File: config.mk
export PLATFORM = sky130hd
export DESIGN_NAME = extirq_ctrl
export DESIGN_NICKNAME = d
export VERILOG_FILES = /design/src/rtl/extirq_ctrl.sv
export SDC_FILE = /design/constraint.sdc
export NUM_CORES = 1
export LEC_CHECK = 0
export BUFFER_PORTS_ARGS = -buffer_cell sky130_fd_sc_hd__buf_2
export CAP_MARGIN = 0
export CORE_AREA = 3 3 40 42
export CTS_CLUSTER_DIAMETER = 150
export DETAILED_ROUTE_END_ITERATION = 10
export DIE_AREA = 0 0 43 45
export PLACE_DENSITY_LB_ADDON = 0.08
export SYNTH_ARGS = -nofsm -noshare
export SYNTH_HDL_FRONTEND = slang
export SYNTH_SLANG_ARGS = --single-unit
export TNS_END_PERCENT = 30
File: constraint.sdc
create_clock -name clk -period 1.75 [get_ports clk]
set_input_delay 0.35 -clock clk [delete_from_list [all_inputs] [get_ports clk]]
set_output_delay 0.35 -clock clk [all_outputs]
set_load 0.01 [all_outputs]
File: src/rtl/extirq_ctrl.sv
module extirq_ctrl (
  input  logic       clk,
  input  logic       rst_n,
  input  logic       irq_pin_n,
  input  logic       reg_wr,
  input  logic [7:0] reg_wdata,
  output logic [7:0] reg_rdata,
  input  logic       svc_ack,
  output logic       irq_pending
);

  logic sync1, sync2, sync_prev;
  logic en, mode, locked, flag;
  logic fall, set_req, clr_req;

  always_ff @(posedge clk or negedge rst_n) begin
    if (!rst_n) begin
      sync1     <= 1'b1;
      sync2     <= 1'b1;
      sync_prev <= 1'b1;
    end else begin
      sync1     <= irq_pin_n;
      sync2     <= sync1;
      sync_prev <= sync2;
    end
  end

  assign fall    = sync_prev & ~sync2;
  assign set_req = fall | (mode & ~sync2);
  assign clr_req = svc_ack | (reg_wr & reg_wdata[2]);

  always_ff @(posedge clk or negedge rst_n) begin
    if (!rst_n) begin
      en     <= 1'b0;
      mode   <= 1'b0;
      locked <= 1'b0;
    end else if (reg_wr) begin
      en     <= reg_wdata[0];
      locked <= 1'b1;
      if (!locked) mode <= reg_wdata[1];
    end
  end

  always_ff @(posedge clk or negedge rst_n) begin
    if (!rst_n)       flag <= 1'b0;
    else if (set_req) flag <= 1'b1;
    else if (clr_req) flag <= 1'b0;
  end

  assign reg_rdata   = {4'b0000, flag, 1'b0, mode, en};
  assign irq_pending = flag & en;

endmodule


==> results.md <==
* Status: finished, final reports clean
* Largest net degree at the start of global routing at 8
* Final setup TNS at 0 ns
* Total GRT Usage at 5.97%
* Drt first pass iters at 2
* Max incr delay on CP at 0.38 ns
* Gate count after technology mapping at 25
* CP required at 1.40 ns
* Site row count at 13
* Remaining DRCs at 0
* Setup crit start kind: register
* Via density at around 3.7
* Die X at 43 µm
* Post-DRT Antenna Nets at 0
* Crit path from: flag$_DFFE_PN0P_
* Final Net Count at between 50 and 60
* Area grow syn2layout at 20.5%
* Vias at 192
* Util after Layout at 29.8%
* I/O Buffers at 11
* Starting Density at around a quarter
* Clock Pin Slew Worst Setup and Hold Paths at 0.05 ns
* Unrepaired setup endpoints after global routing: false
* Hold_sp: irq_pin_n
* Ant. Diodes at 0
* Min-delay worst type: in2reg
* Layout cell share with drive strength beyond 1 at 51.4%
* Pwr/cell area at 959 nW/µm²
* Peak supply drop at 0.419 mV
* Die area at 1940 µm²
* Final clock skew at ~0.0016 ns
* Worst Path Arrival at 0.90 ns
* Cts repair resizes at 0
* LEAKAGE at 0.185 nW
* Routability congestion estimate at 0.601
* Post-Place Cells at 47
* Crit-path max FO at 3
* TritonCTS clock tree: done
* CTS max path bufs at 2
* CP Cell Sequence: and2_1, buf_2
* Mapped Area at 318 µm²
* Vias in the first global route at 198
* Finished Layout Cells at 52
* Initial DRC Count at 3
* Worst skew pair latency at between 0.2 and 0.25 ns
* CTS Buf Count at 3
* # IOs at 22
* Total power draw at 0.000367 W
* Hold Vio Cnt, Final at 0
* Yosys warnings at 0
* Synthesis-stage register bit count at 7
* CTS Sinks at 7
* Initial antenna violation count at 0
* MaxCap Viol Count at 0
* Crit Reg-Reg Startpoint: locked$_DFFE_PN0P_
* Final Cycle Share at between 70% and 80%
* Sequential area share after synthesis at 56.3%
* Slew Limit Fails at 0
* Root buffer cell: clkbuf_4
* Final setup fails at 0
* Wire length per cell at 8.62 µm
* CTS H-Tree Depth at 1
* Die height at 45 µm
* Fin Hold WS at 0.206 ns
* CP max-delay cell: dfrtp_1
* Fmax achieved at roughly 800 MHz
* Global route overflow at 0
* Avg Inst Size Synth at ~13 µm²
* CP Class: reg2out
* Setup crit end kind: output pin
* Drt total wl at 448 µm
* Core area at between 1000 and 1500 µm²
* Distinct cells, synth at 13
* Minimum period implied by the final worst setup slack at 1.25 ns
* First-pass GRT wire length at 765 µm
-- repair_timing --
action | CTS | global route
hold endpoints to repair | 4 | 0
setup buffers | 0 | 0
hold buffers | 1 | 0
-- layout make-up --
type / count / area (µm²)
tap: 15 / 18.8
fill: 153 / 902
timing repair buffer: 12 / 65.1
multi-input combinational: 14 / 93.8
clock buffer: 4 / 26.3
sequential: 7 / 179
-- worst paths after layout --
kind | cells after the start | endpoint | slack (ns)
worst max-delay path | 2 | irq_pending | 0.50
worst min-delay path | 1 | sync1$_DFF_PN1_ | 0.21
worst max register to register | 2 | mode$_DFFE_PN0P_ | 0.83
worst min register to register | 0 | sync2$_DFF_PN1_ | 0.35
max in group asynchronous | 2 | sync2$_DFF_PN1_ | 1.07
min in group asynchronous | 2 | flag$_DFFE_PN0P_ | 0.46
-- synthesized netlist by cell type --
cell	count	area, µm²
buf_4	8	60.1
dfrtp_1	4	100
dfstp_2	3	78.8
and2_1	1	6.26
conb_1	1	3.75
mux2_1	1	11.3
mux2_4	1	15.0
nand2_1	1	3.75
nor2_1	1	3.75
nor2b_1	1	6.26
nor2b_4	1	13.8
o2bb2ai_1	1	8.76
or2_1	1	6.26
-- power by group --
part | switching, W | total (W) | internal [W]
clock | 0.0000528 | 0.000139 | 0.0000866
combinational | 0.0000223 | 0.0000454 | 0.0000231
sequential | 0.00000618 | 0.000182 | 0.000176
-- routing by layer --
| layer | global-route usage [%] | wire [µm] | vias to the layer above |
|---|---|---|---|
| met5 | 0 | 0 | - |
| met4 | 3.61 | 0 | 0 |
| met3 | 5.98 | 67 | 0 |
| met2 | 8.38 | 208 | 13 |
| met1 | 5.45 | 171 | 89 |
| li1 | - | - | 90 |
-- critical path, delay by kind of cell (launching register included) --
family	cells	cell delay, ns
buf+inv	1	0.13
simple gates	1	0.15
flops	1	0.38
-- state kept, by name, summed over array words and instances (netlist names) --
name       count
en             1
flag           1
locked         1
mode           1
sync1          1
sync2          1
sync_prev      1
-- cells in the final DEF, fill, tap and decap left out, drive strengths merged --
| master | Yosys | routed |
|---|---|---|
| dfstp | 3 | 3 |
| buf | 8 | 11 |
| conb | 1 | 5 |
| and2 | 1 | 1 |
| dlygate4sd3 | 0 | 1 |
| o2bb2ai | 1 | 1 |
| nand2 | 1 | 1 |
| nor2 | 1 | 1 |
| or2 | 1 | 1 |
| clkbuf | 0 | 4 |
| dfrtp | 4 | 4 |
| mux2 | 2 | 2 |
| nor2b | 2 | 2 |
-- cells by family (layout without fill, tap and decap cells) --
kind of cell           after synthesis  count (layout)  share of synthesized area [%]
buffers and inverters                8              16                           18.9
DFF                                  7               7                           56.3
other                                1               5                           1.18
muxes                                2               2                           8.27
and+or+nand+nor                      6               6                           12.6
AOI/OAI and AO/OA                    1               1                           2.76
-- stage by stage --
step	worst slack [ns]	area [µm²]
floorplan	0.850	333
global placement	0.729	347
detailed placement	0.713	347
CTS	0.478	383
global route	0.441	383
finish	0.500	383
(Power assumes the default switching activity.)
